--- src/rtl/kbd_resp_pkg.sv ---
package kbd_resp_pkg;
   typedef logic [7:0] kbyte_t;

   typedef enum logic [1:0] {
      CMD_IGNORE = 2'd0,
      CMD_RESET  = 2'd1,
      CMD_LAYOUT = 2'd2
   } cmd_kind_e;

   function automatic kbyte_t with_release(kbyte_t code, logic rel);
      return code | {rel, 7'b0};
   endfunction
endpackage

--- src/rtl/kbd_scan_xlate.sv ---
module kbd_scan_xlate
   import kbd_resp_pkg::*;
#(
   parameter int SCAN_W = 8
) (
   input  logic [SCAN_W-1:0] scan,
   output kbyte_t            code
);
   localparam int IDX_W = SCAN_W - 1;

   if (SCAN_W != 8) begin : g_bad_width
      $error("kbd_scan_xlate: SCAN_W must be 8");
   end

   logic [IDX_W-1:0] idx;
   kbyte_t           base;

   assign idx = scan[IDX_W-1:0];

   always_comb begin
      case (idx) inside
         7'd0:          base = 8'd127;
         [7'd1:7'd13]:  base = 8'(idx) + 8'd28;
         7'd14:         base = 8'd43;
         [7'd15:7'd27]: base = 8'(idx) + 8'd38;
         7'd28:         base = 8'd89;
         [7'd29:7'd40]: base = 8'(idx) + 8'd47;
         7'd41:         base = 8'd42;
         7'd42:         base = 8'd99;
         7'd43:         base = 8'd88;
         [7'd44:7'd54]: base = 8'(idx) + 8'd56;
         7'd55:         base = 8'd47;
         7'd56:         base = 8'd19;
         7'd57:         base = 8'd121;
         7'd58:         base = 8'd119;
         7'd59:         base = 8'd5;
         7'd60:         base = 8'd6;
         7'd61:         base = 8'd8;
         7'd62:         base = 8'd10;
         7'd63:         base = 8'd12;
         7'd64:         base = 8'd14;
         7'd65:         base = 8'd16;
         7'd66:         base = 8'd17;
         7'd67:         base = 8'd18;
         7'd68:         base = 8'd7;
         7'd69:         base = 8'd98;
         7'd70:         base = 8'd23;
         [7'd71:7'd74]: base = 8'(idx) - 8'd3;
         [7'd75:7'd77]: base = 8'(idx) + 8'd16;
         7'd78:         base = 8'd125;
         [7'd79:7'd81]: base = 8'(idx) + 8'd33;
         7'd82:         base = 8'd94;
         7'd83:         base = 8'd50;
         7'd86:         base = 8'd124;
         7'd87:         base = 8'd9;
         7'd88:         base = 8'd11;
         7'd96:         base = 8'd90;
         7'd98:         base = 8'd46;
         7'd99:         base = 8'd22;
         7'd100:        base = 8'd13;
         7'd101:        base = 8'd111;
         7'd102:        base = 8'd52;
         7'd103:        base = 8'd20;
         7'd104:        base = 8'd96;
         7'd105:        base = 8'd24;
         7'd106:        base = 8'd28;
         7'd107:        base = 8'd74;
         7'd108:        base = 8'd27;
         7'd109:        base = 8'd123;
         7'd110:        base = 8'd44;
         7'd111:        base = 8'd66;
         7'd113:        base = 8'd45;
         7'd114:        base = 8'd2;
         7'd115:        base = 8'd4;
         7'd116:        base = 8'd48;
         7'd119:        base = 8'd21;
         7'd125:        base = 8'd120;
         7'd126:        base = 8'd122;
         7'd127:        base = 8'd67;
         default:       base = 8'd0;   // unassigned entries
      endcase
   end

   assign code = with_release(base, scan[SCAN_W-1]);
endmodule

--- src/rtl/kbd_cmd_decode.sv ---
module kbd_cmd_decode
   import kbd_resp_pkg::*;
#(
   parameter kbyte_t RESET_CMD  = 8'h01,
   parameter kbyte_t LAYOUT_CMD0 = 8'h07,
   parameter kbyte_t LAYOUT_CMD1 = 8'h0F,
   parameter kbyte_t RESET_ANS0 = 8'hFF,
   parameter kbyte_t RESET_ANS1 = 8'h04,
   parameter kbyte_t LAYOUT_ANS0 = 8'hFE,
   parameter kbyte_t LAYOUT_ANS1 = 8'h13
) (
   input  logic   cmd_valid,
   input  kbyte_t cmd_byte,
   output logic   flush,
   output kbyte_t ans0,
   output kbyte_t ans1
);
   if (RESET_CMD == LAYOUT_CMD0 || RESET_CMD == LAYOUT_CMD1) begin : g_bad_codes
      $error("kbd_cmd_decode: reset and layout command codes overlap");
   end

   cmd_kind_e kind;

   always_comb begin
      kind = CMD_IGNORE;
      if (cmd_valid) begin
         if (cmd_byte == RESET_CMD)                              kind = CMD_RESET;
         else if (cmd_byte == LAYOUT_CMD0 || cmd_byte == LAYOUT_CMD1) kind = CMD_LAYOUT;
      end
   end

   always_comb begin
      unique case (kind)
         CMD_RESET:  begin ans0 = RESET_ANS0;  ans1 = RESET_ANS1;  end
         CMD_LAYOUT: begin ans0 = LAYOUT_ANS0; ans1 = LAYOUT_ANS1; end
         default:    begin ans0 = '0;          ans1 = '0;          end
      endcase
   end

   assign flush = (kind != CMD_IGNORE);
endmodule

--- src/rtl/kbd_resp_fifo.sv ---
module kbd_resp_fifo
   import kbd_resp_pkg::*;
#(
   parameter int DEPTH = 256
) (
   input  logic   clk,
   input  logic   rst_n,
   input  logic   flush,
   input  kbyte_t flush_b0,
   input  kbyte_t flush_b1,
   input  logic   push,
   input  kbyte_t push_data,
   input  logic   pop,
   output kbyte_t head,
   output logic   avail
);
   localparam int AW = $clog2(DEPTH);
   localparam int CW = AW + 1;
   localparam logic [CW-1:0] FULL_CNT = CW'(DEPTH);

   if (DEPTH < 4 || (1 << AW) != DEPTH) begin : g_bad_depth
      $error("kbd_resp_fifo: DEPTH must be a power of two, at least 4");
   end

   kbyte_t        mem [DEPTH];
   logic [AW-1:0] wptr, rptr;
   logic [CW-1:0] count;
   logic          push_ok, pop_ok;

   assign push_ok = push && (count != FULL_CNT);   // dropped when full
   assign pop_ok  = pop && (count != '0);

   always_ff @(posedge clk) begin
      if (flush) begin
         mem[0] <= flush_b0;
         mem[1] <= flush_b1;
         if (push) mem[2] <= push_data;
      end else if (push_ok) begin
         mem[wptr] <= push_data;
      end
   end

   always_ff @(posedge clk or negedge rst_n) begin
      if (!rst_n) begin
         wptr  <= '0;
         rptr  <= '0;
         count <= '0;
      end else if (flush) begin
         rptr  <= '0;
         wptr  <= push ? AW'(3) : AW'(2);
         count <= push ? CW'(3) : CW'(2);
      end else begin
         if (push_ok) wptr <= wptr + 1'b1;
         if (pop_ok)  rptr <= rptr + 1'b1;
         count <= count + CW'(push_ok) - CW'(pop_ok);
      end
   end

   assign avail = (count != '0);
   assign head  = avail ? mem[rptr] : '0;

   a_r7_count_bound: assert property (@(posedge clk) disable iff (!rst_n)
      count <= FULL_CNT);

   a_r3_flush_refill: assert property (@(posedge clk) disable iff (!rst_n)
      flush |=> (count == CW'(2) || count == CW'(3)));

   a_r7_full_drop: assert property (@(posedge clk) disable iff (!rst_n)
      (count == FULL_CNT && push && !pop && !flush) |=> (count == FULL_CNT));

   a_r8_empty_pop: assert property (@(posedge clk) disable iff (!rst_n)
      (count == '0 && pop && !push && !flush) |=> (count == '0 && !avail));

   a_r10_push_pop: assert property (@(posedge clk) disable iff (!rst_n)
      (count != '0 && count != FULL_CNT && push && pop && !flush) |=> $stable(count));
endmodule

--- src/rtl/kbd_cmd_responder.sv ---
module kbd_cmd_responder
   import kbd_resp_pkg::*;
#(
   parameter int     DEPTH       = 256,
   parameter kbyte_t RESET_CMD   = 8'h01,
   parameter kbyte_t LAYOUT_CMD0 = 8'h07,
   parameter kbyte_t LAYOUT_CMD1 = 8'h0F,
   parameter kbyte_t RESET_ANS0  = 8'hFF,
   parameter kbyte_t RESET_ANS1  = 8'h04,
   parameter kbyte_t LAYOUT_ANS0 = 8'hFE,
   parameter kbyte_t LAYOUT_ANS1 = 8'h13
) (
   input  logic       clk,
   input  logic       rst_n,
   input  logic       key_valid,
   input  logic [7:0] key_scan,
   input  logic       cmd_valid,
   input  logic [7:0] cmd_byte,
   input  logic       rd_en,
   output logic [7:0] rd_data,
   output logic       rd_avail
);
   kbyte_t key_code, ans0, ans1;
   logic   flush;

   kbd_scan_xlate #(.SCAN_W(8)) xlate_i (
      .scan (key_scan),
      .code (key_code)
   );

   kbd_cmd_decode #(
      .RESET_CMD  (RESET_CMD),
      .LAYOUT_CMD0(LAYOUT_CMD0),
      .LAYOUT_CMD1(LAYOUT_CMD1),
      .RESET_ANS0 (RESET_ANS0),
      .RESET_ANS1 (RESET_ANS1),
      .LAYOUT_ANS0(LAYOUT_ANS0),
      .LAYOUT_ANS1(LAYOUT_ANS1)
   ) decode_i (
      .cmd_valid (cmd_valid),
      .cmd_byte  (cmd_byte),
      .flush     (flush),
      .ans0      (ans0),
      .ans1      (ans1)
   );

   kbd_resp_fifo #(.DEPTH(DEPTH)) fifo_i (
      .clk       (clk),
      .rst_n     (rst_n),
      .flush     (flush),
      .flush_b0  (ans0),
      .flush_b1  (ans1),
      .push      (key_valid),
      .push_data (key_code),
      .pop       (rd_en),
      .head      (rd_data),
      .avail     (rd_avail)
   );

   a_r3_answer_head: assert property (@(posedge clk) disable iff (!rst_n)
      (cmd_valid && cmd_byte == RESET_CMD) |=> (rd_avail && rd_data == RESET_ANS0));

   a_r4_answer_head: assert property (@(posedge clk) disable iff (!rst_n)
      (cmd_valid && (cmd_byte == LAYOUT_CMD0 || cmd_byte == LAYOUT_CMD1))
      |=> (rd_avail && rd_data == LAYOUT_ANS0));

   a_r8_empty_zero: assert property (@(posedge clk) disable iff (!rst_n)
      !rd_avail |-> (rd_data == 8'h00));
endmodule

--- config.mk ---
export PLATFORM = sky130hd
export DESIGN_NAME = kbd_cmd_responder
export DESIGN_NICKNAME = d
export VERILOG_FILES = /design/src/rtl/kbd_resp_pkg.sv /design/src/rtl/kbd_scan_xlate.sv /design/src/rtl/kbd_cmd_decode.sv /design/src/rtl/kbd_resp_fifo.sv /design/src/rtl/kbd_cmd_responder.sv
export SDC_FILE = /design/constraint.sdc
export NUM_CORES = 2
export LEC_CHECK = 0
export ABC_AREA = 1
export BUFFER_PORTS_ARGS = -buffer_cell sky130_fd_sc_hd__buf_2
export CAP_MARGIN = 20
export CELL_PAD_IN_SITES_DETAIL_PLACEMENT = 0
export CELL_PAD_IN_SITES_GLOBAL_PLACEMENT = 1
export CORE_MARGIN = 4
export CORE_UTILIZATION = 35
export DETAILED_ROUTE_END_ITERATION = 8
export PLACE_DENSITY_LB_ADDON = 0.1
export RECOVER_POWER = 100
export SYNTH_ARGS = -nofsm -noshare
export SYNTH_HDL_FRONTEND = slang
export SYNTH_SLANG_ARGS = --single-unit
--- constraint.sdc ---
create_clock -name clk -period 4.6 [get_ports clk]
set_input_delay 0.46 -clock clk [delete_from_list [all_inputs] [get_ports clk]]
set_output_delay 0.46 -clock clk [all_outputs]
set_load 0.005 [all_outputs]
# After elaboration in Yosys (flattened, before gate mapping)
# Memory sizes are Yosys's and may differ from the RTL's.
# Index checks and enable logic that the tools add are counted.
dict set report classes {
  n_addsub 11
  magnitude_cmp 14
  n_eq_ne 56
  n_mux 82
  n_bitwise 1
  reduce_logical 16
}
# operator n
set op_table {}
lappend op_table {{8-bit 2-to-1 mux} 64}
lappend op_table {{7-bit equality test, second input constant} 36}
lappend op_table {{7-bit by 6-bit equality test with 1-bit output, second input constant} 12}
lappend op_table {{7-bit by 6-bit adder with 8-bit output, second input constant} 4}
lappend op_table {{7-bit >= comparator, second input constant} 3}
lappend op_table {{7-bit <= comparator, second input constant} 3}
lappend op_table {{7-bit by 5-bit adder with 8-bit output, second input constant} 2}
lappend op_table {{8-bit by 1-bit adder with 8-bit output, second input constant} 2}
lappend op_table {{8-bit case mux with 2 select lines} 1}
lappend op_table {{7-bit by 6-bit <= comparator with 1-bit output, second input constant} 2}
lappend op_table {{1-bit 2-to-1 mux} 11}
lappend op_table {{5-bit case mux with 2 select lines} 1}
lappend op_table {{9-bit by 1-bit adder with 9-bit output} 1}
lappend op_table {{1-bit logical AND} 9}
lappend op_table {{9-bit 2-to-1 mux} 1}
lappend op_table {{9-bit != test, second input constant} 1}
lappend op_table {{9-bit nonzero test} 1}
lappend op_table {{9-bit by 1-bit subtractor with 9-bit output} 1}
lappend op_table {{8-bit by 1-bit equality test with 1-bit output, second input constant} 1}
lappend op_table {{8-bit by 3-bit equality test with 1-bit output, second input constant} 1}
lappend op_table {{8-bit by 4-bit equality test with 1-bit output, second input constant} 1}
lappend op_table {{8-bit bitwise OR} 1}
lappend op_table {{8-bit OR reduction} 1}
lappend op_table {{7-bit by 2-bit subtractor with 8-bit output, second input constant} 1}
lappend op_table {{15 further kinds} 19}
dict set report totals {
  register_bits 25
  mem_bits_rw 2048
  inputBits 21
  output_inout_bits 9
  elab_cells 184
  mem_count 1
}
# memory depth word_bits rd rd_clocked_by_memory_dff wr line
set memory_table {}
lappend memory_table {fifo_i.mem 256 8 1 0 3 kbd_resp_fifo.sv:25} ;# kbyte_t mem [DEPTH];

# Longest topological paths before layout
dict set report logic_depth {
  ltp_word 61
  mapped_depth 41
  ltp_nobuf 40
}

# Modules after synthesis
# Synthesis repeated with hierarchy kept, for this count alone.
dict set report hier_totals {
  cells_unflattened 8734
  area_unflattened_um2 90658.2
}
# module n_inst cells_per_inst area_each_um2 seq_area_each_um2
set by_module_without_submodules {}
lappend by_module_without_submodules {kbd_resp_fifo 1 8072 87408.8 62124.6}
lappend by_module_without_submodules {kbd_scan_xlate 1 617 3009.1 0.0}
lappend by_module_without_submodules {kbd_cmd_decode 1 45 240.2 0.0}

# Worst setup path before layout
# No wires, ideal clock.
dict set report synth_path {
  path_type {input to register}
  startpoint {input key_scan[4]}
  endpoint {memory fifo_i.mem[100][7] in the netlist's numbering (data pin)}
  setup_time_ns 2.958
  arrival_ns 16.208
  t_required_ns 1.642
  setup_slack_ns -14.567
  path_stages 9
  path_buffers 2
  cell_sequence {buf_2 clkinv_1 ha_1 nand2_2 buf_4 nor2_1 nor4_1 nand3_1 o41ai_1}
}
# item line
set synth_rtl {}
lappend synth_rtl {{from (decl)} kbd_cmd_responder.sv:16} ;# input logic [7:0] key_scan,
lappend synth_rtl {{to (decl)} kbd_resp_fifo.sv:25}

# Worst setup path in the final report
dict set report layout_path {
  startpoint {register fifo_i.rptr[0]}
  endpoint {output rd_data[7]}
}
dict set report layout_via {
  elab_chain_cells 2
}
# item line
set layout_lines {}
lappend layout_lines {{from (decl)} kbd_resp_fifo.sv:26} ;# logic [AW-1:0] wptr, rptr;
lappend layout_lines {{from (signal assigned)} kbd_resp_fifo.sv:54} ;# if (pop_ok) rptr <= rptr + 1'b1;
lappend layout_lines {{memory read 256 x 8 bit} -}
lappend layout_lines {{8-bit 2-to-1 mux} kbd_resp_fifo.sv:60} ;# assign head = avail ? mem[rptr] : '0;
lappend layout_lines {{to (decl)} kbd_cmd_responder.sv:20} ;# output logic [7:0] rd_data,
# No other way between the ends.

==> results.md <==
- Post-synth cell types: 56
- Reg area: 62,100 sq um
- Layout cells sized above 1: 0.117
- Largest net degree at the start of global routing: roughly 130
- Count leader, synth: edfxtp_1
- Clk root buf: clkbuf_16
- Die ar.: around 250,000 sq um
- DR iter-0 viols: 5,682
- Top post-synthesis cells by area: edfxtp_1, o21ai_0, nor2_1
- Post-synth EDFFs: between 2,000 and 2,500
- Core Box Area: 241,000 sq um
- Slack of the critical path: 93.7 ps
- Grt ovf: 0
- Ys Warns: 0
- Pwr Density: around 590 nW/um^2
- Post-Syn Instances: 6,870
- Critical path origin: fifo_i.rptr[0]$_DFFE_PN0P_
- Aggregate global-route resource usage: 0.227
- Die width: between 500 and 600 microns
- Hold_sp: cmd_byte[3]
- Final nets: 7,079
- Worst-Skew Late Latency: 860 ps
- Post-synthesis xor/xnor area fraction: 0.00165
- Placed Instances: 9,912
- Async SR Flop Fraction: 0.0121
- Tcrit/Tclk final: 0.980
- Met1 usage: 0.322
- GR Util met3: 0.0324
- Net Count, Synth: 6,937
- FF-to-FF Start: fifo_i.count[6]$_DFF_PN0_
- Initial Utilization: 0.353
- Status: finished, violations left
- Simple logic cell fraction of the synthesized area: 0.103
- Final setup violation count: 0
- Synth cell count leaders: edfxtp_1, nor2_1, o21ai_0
- Met2 Usage GRT: 0.365
- WP data arrival: 4050 ps
- Final Non-Filler Cells: 10,400
- Cell Area, Synth: 85,000 sq um
- Synthesized area per cell: 12.4 sq um
- RSZ-0062 raised after global routing: true
- Worst Setup Start Kind: flip-flop
- Portion of netlist area occupied by mux cells: 0
- Fin area: 99,700 sq um
- TritonRoute pass-1 iters: 6
- Clock skew: 61.6 ps
- Fill cell count: between 20,000 and 25,000
- Final Hold Fails: 0
- Pre-CTS setup slack: around 130 ps
- WP data required: 4140 ps
- Detail-routed via count per cell: approximately 5.5
- Synth top area share: 0.723
- Seq/Total Area, Yosys: 0.731
- Final hold slack: about 130 ps
- Post-DP HPWL: between 150 and 200 mm
- Max VDD drop: 327 uV
- Cts bufs inserted: 224
- Number of cell rows: 180
- Fin util: 0.413
- GPL Wtd Cong: slightly below 0.9
- Die height: approximately 500 microns
- Placed cell areas: 90,800 sq um
- Commonest register cell after synthesis: edfxtp_1
- CTS tree: yes
- Area of the multi-input gates: 21,000 sq um
- F_max: 222 MHz
- CTS clk-pin slew, worst paths: 60 ps
- Slew HR: -0.222
- Area grow syn2layout: 17.3%
- Register bit total from synthesis: a little over 2,000
- Min cycle time layout: 4510 ps
- Critical path fanouts, max: 14
- Maxcap violations: 1
- Critical path class: reg -> out
- Synth area leader: edfxtp_1
- Number of global-route vias before repair: 55,200
- Slew @ Worst Pin: 1830 ps
- Routed Antenna Nets: 0
- Final max-slew violation count: 26
- IO Pins: 30
- First-pass GRT wire length: about 410 mm
- Post-synthesis adder-cell area fraction: 0.00686
- Vias: approximately 57,000
- DRC: 0
- Post-Route WL: 296 mm
- Max clock buf depth: 3
- GRT Max-Usage Layer: met2
- Clk sinks: 2,073
- Hold WC Path Type: in -> reg
- Complex-gate fraction of the synthesized area: 0.128
- Largest family of logic cells by synthesized area: compound AO/OA/AOI/OAI gates
- H-tree lvl count: 4
- IO buf count: 29
- Wire length per cell: 28.5 microns
- Violations in the final reports: max-capacitance violations, max-slew violations
- Crit end category: primary output
- Initial antenna violation count: 12
- Leak pwr: about 0.032 uW
## flip-flops by register name (all words and copies together), names as in the netlist
signal and flops:
fifo_i.mem 2048, fifo_i.wptr 8, fifo_i.count 9, fifo_i.rptr 8
## cell families (layout without fill, tap and decap cells)
group	Yosys count	in the layout
AOI/OAI and AO/OA	1877	1877
other	0	10
DFF	2073	2073
buffers and inverters	652	981
xor gates and xnor gates	16	16
and+or+nand+nor	2206	2206
adders and majority gates	46	46
## worst max-delay path: stages (launching register included)
cell,delay [ps]
dfrtp_4,440
buf_12,200
clkinv_16,150
buf_4,190
buf_4,150
buf_4,180
o21ai_0,150
o22ai_1,100
a221oi_2,450
a32o_2,320
nand2_1,130
o311ai_1,200
a211oi_1,150
buf_4,200
buf_2,130
## placed cells by master (no fill, tap or decap), types with 13 or more instances in the layout
| cell type | synthesis | layout |
|---|---|---|
| dfrtp_1 | 25 | 20 |
| nand3_1 | 211 | 180 |
| buf_4 | 3 | 217 |
| buf_12 | 0 | 67 |
| a31oi_1 | 31 | 14 |
| clkinv_1 | 5 | 58 |
| ha_1 | 45 | 42 |
| a21oi_1 | 129 | 125 |
| clkbuf_16 | 0 | 244 |
| nand2_1 | 509 | 502 |
| buf_2 | 7 | 28 |
| o21ai_0 | 1076 | 1070 |
| o22ai_1 | 321 | 320 |
| nand4_1 | 25 | 25 |
| nand3_2 | 2 | 33 |
| buf_6 | 4 | 26 |
| nor3_1 | 25 | 24 |
| bufinv_16 | 0 | 19 |
| buf_16 | 0 | 19 |
| edfxtp_1 | 2048 | 2048 |
| clkbuf_1 | 435 | 42 |
| o211ai_1 | 67 | 67 |
| clkinv_2 | 0 | 52 |
| xor2_1 | 13 | 13 |
| o221ai_1 | 198 | 197 |
| o21ai_1 | 13 | 17 |
| inv_1 | 163 | 157 |
| nor2_1 | 1406 | 1403 |
## stage by stage
step            TNS, ps  power (uW)
2_1_floorplan  -2733570       31100
3_3_place_gp          0       40000
3_5_place_dp          0       40000
4_1_cts               0       58300
5_1_grt           -7.46       60800
6_report              0       58600
## cell type report
type | count | share of cell area
Clock inverter | 141 | 0.0130
Timing Repair inverter | 1 | 0.0000878
Inverter | 182 | 0.00777
Timing Repair Buffer | 385 | 0.0455
Tap cell | 3185 | 0.0400
Antenna cell | 10 | 0.000251
Sequential cell | 2073 | 0.623
Multi-Input combinational cell | 4145 | 0.211
Clock buffer | 272 | 0.0593
## final timing paths
| path | end | slack, ps | cells past startpoint |
|---|---|---|---|
| worst max-delay path | rd_data[7] | 90 | 14 |
| worst min-delay path | fifo_i.mem[0][0]$_DFFE_PP_ | 130 | 6 |
| worst max register to register | fifo_i.count[8]$_DFF_PN0_ | 450 | 28 |
| worst min register to register | fifo_i.wptr[4]$_DFFE_PN0P_ | 560 | 1 |
| max in group asynchronous | fifo_i.rptr[2]$_DFFE_PN0P_ | 2630 | 2 |
| min in group asynchronous | fifo_i.count[3]$_DFF_PN0_ | 660 | 2 |
## timing repair
| item | 4_1_cts | 5_1_grt |
|---|---|---|
| setup endpoints to repair | 8 | 9 |
| endpoints found under the hold margin | 28 | 0 |
| hold buffers | 3 | 0 |
| buffers inserted | 17 | 11 |
| pin swaps | 5 | 32 |
| resized for setup | 68 | 66 |
| gates cloned | 5 | 16 |
## report_power, final
part / internal [uW] / switching (uW) / total (uW) / leakage (uW)
clock: 10200 / 7630 / 17800 / 0.00355
combinational: 5290 / 13400 / 18700 / 0.0100
sequential: 21900 / 202 / 22100 / 0.0187
total: 37300 / 21200 / 58600 / 0.0323
## layer usage
| metal | part of all wire | vias to the layer above |
|---|---|---|
| li1 | - | 25800 |
| met1 | 0.45 | 29500 |
| met2 | 0.47 | 1614 |
| met3 | 0.054 | 372 |
| met4 | 0.026 | 2 |
| met5 | 0.000044 | - |
Note: power is estimated with default switching activity, not from simulation.
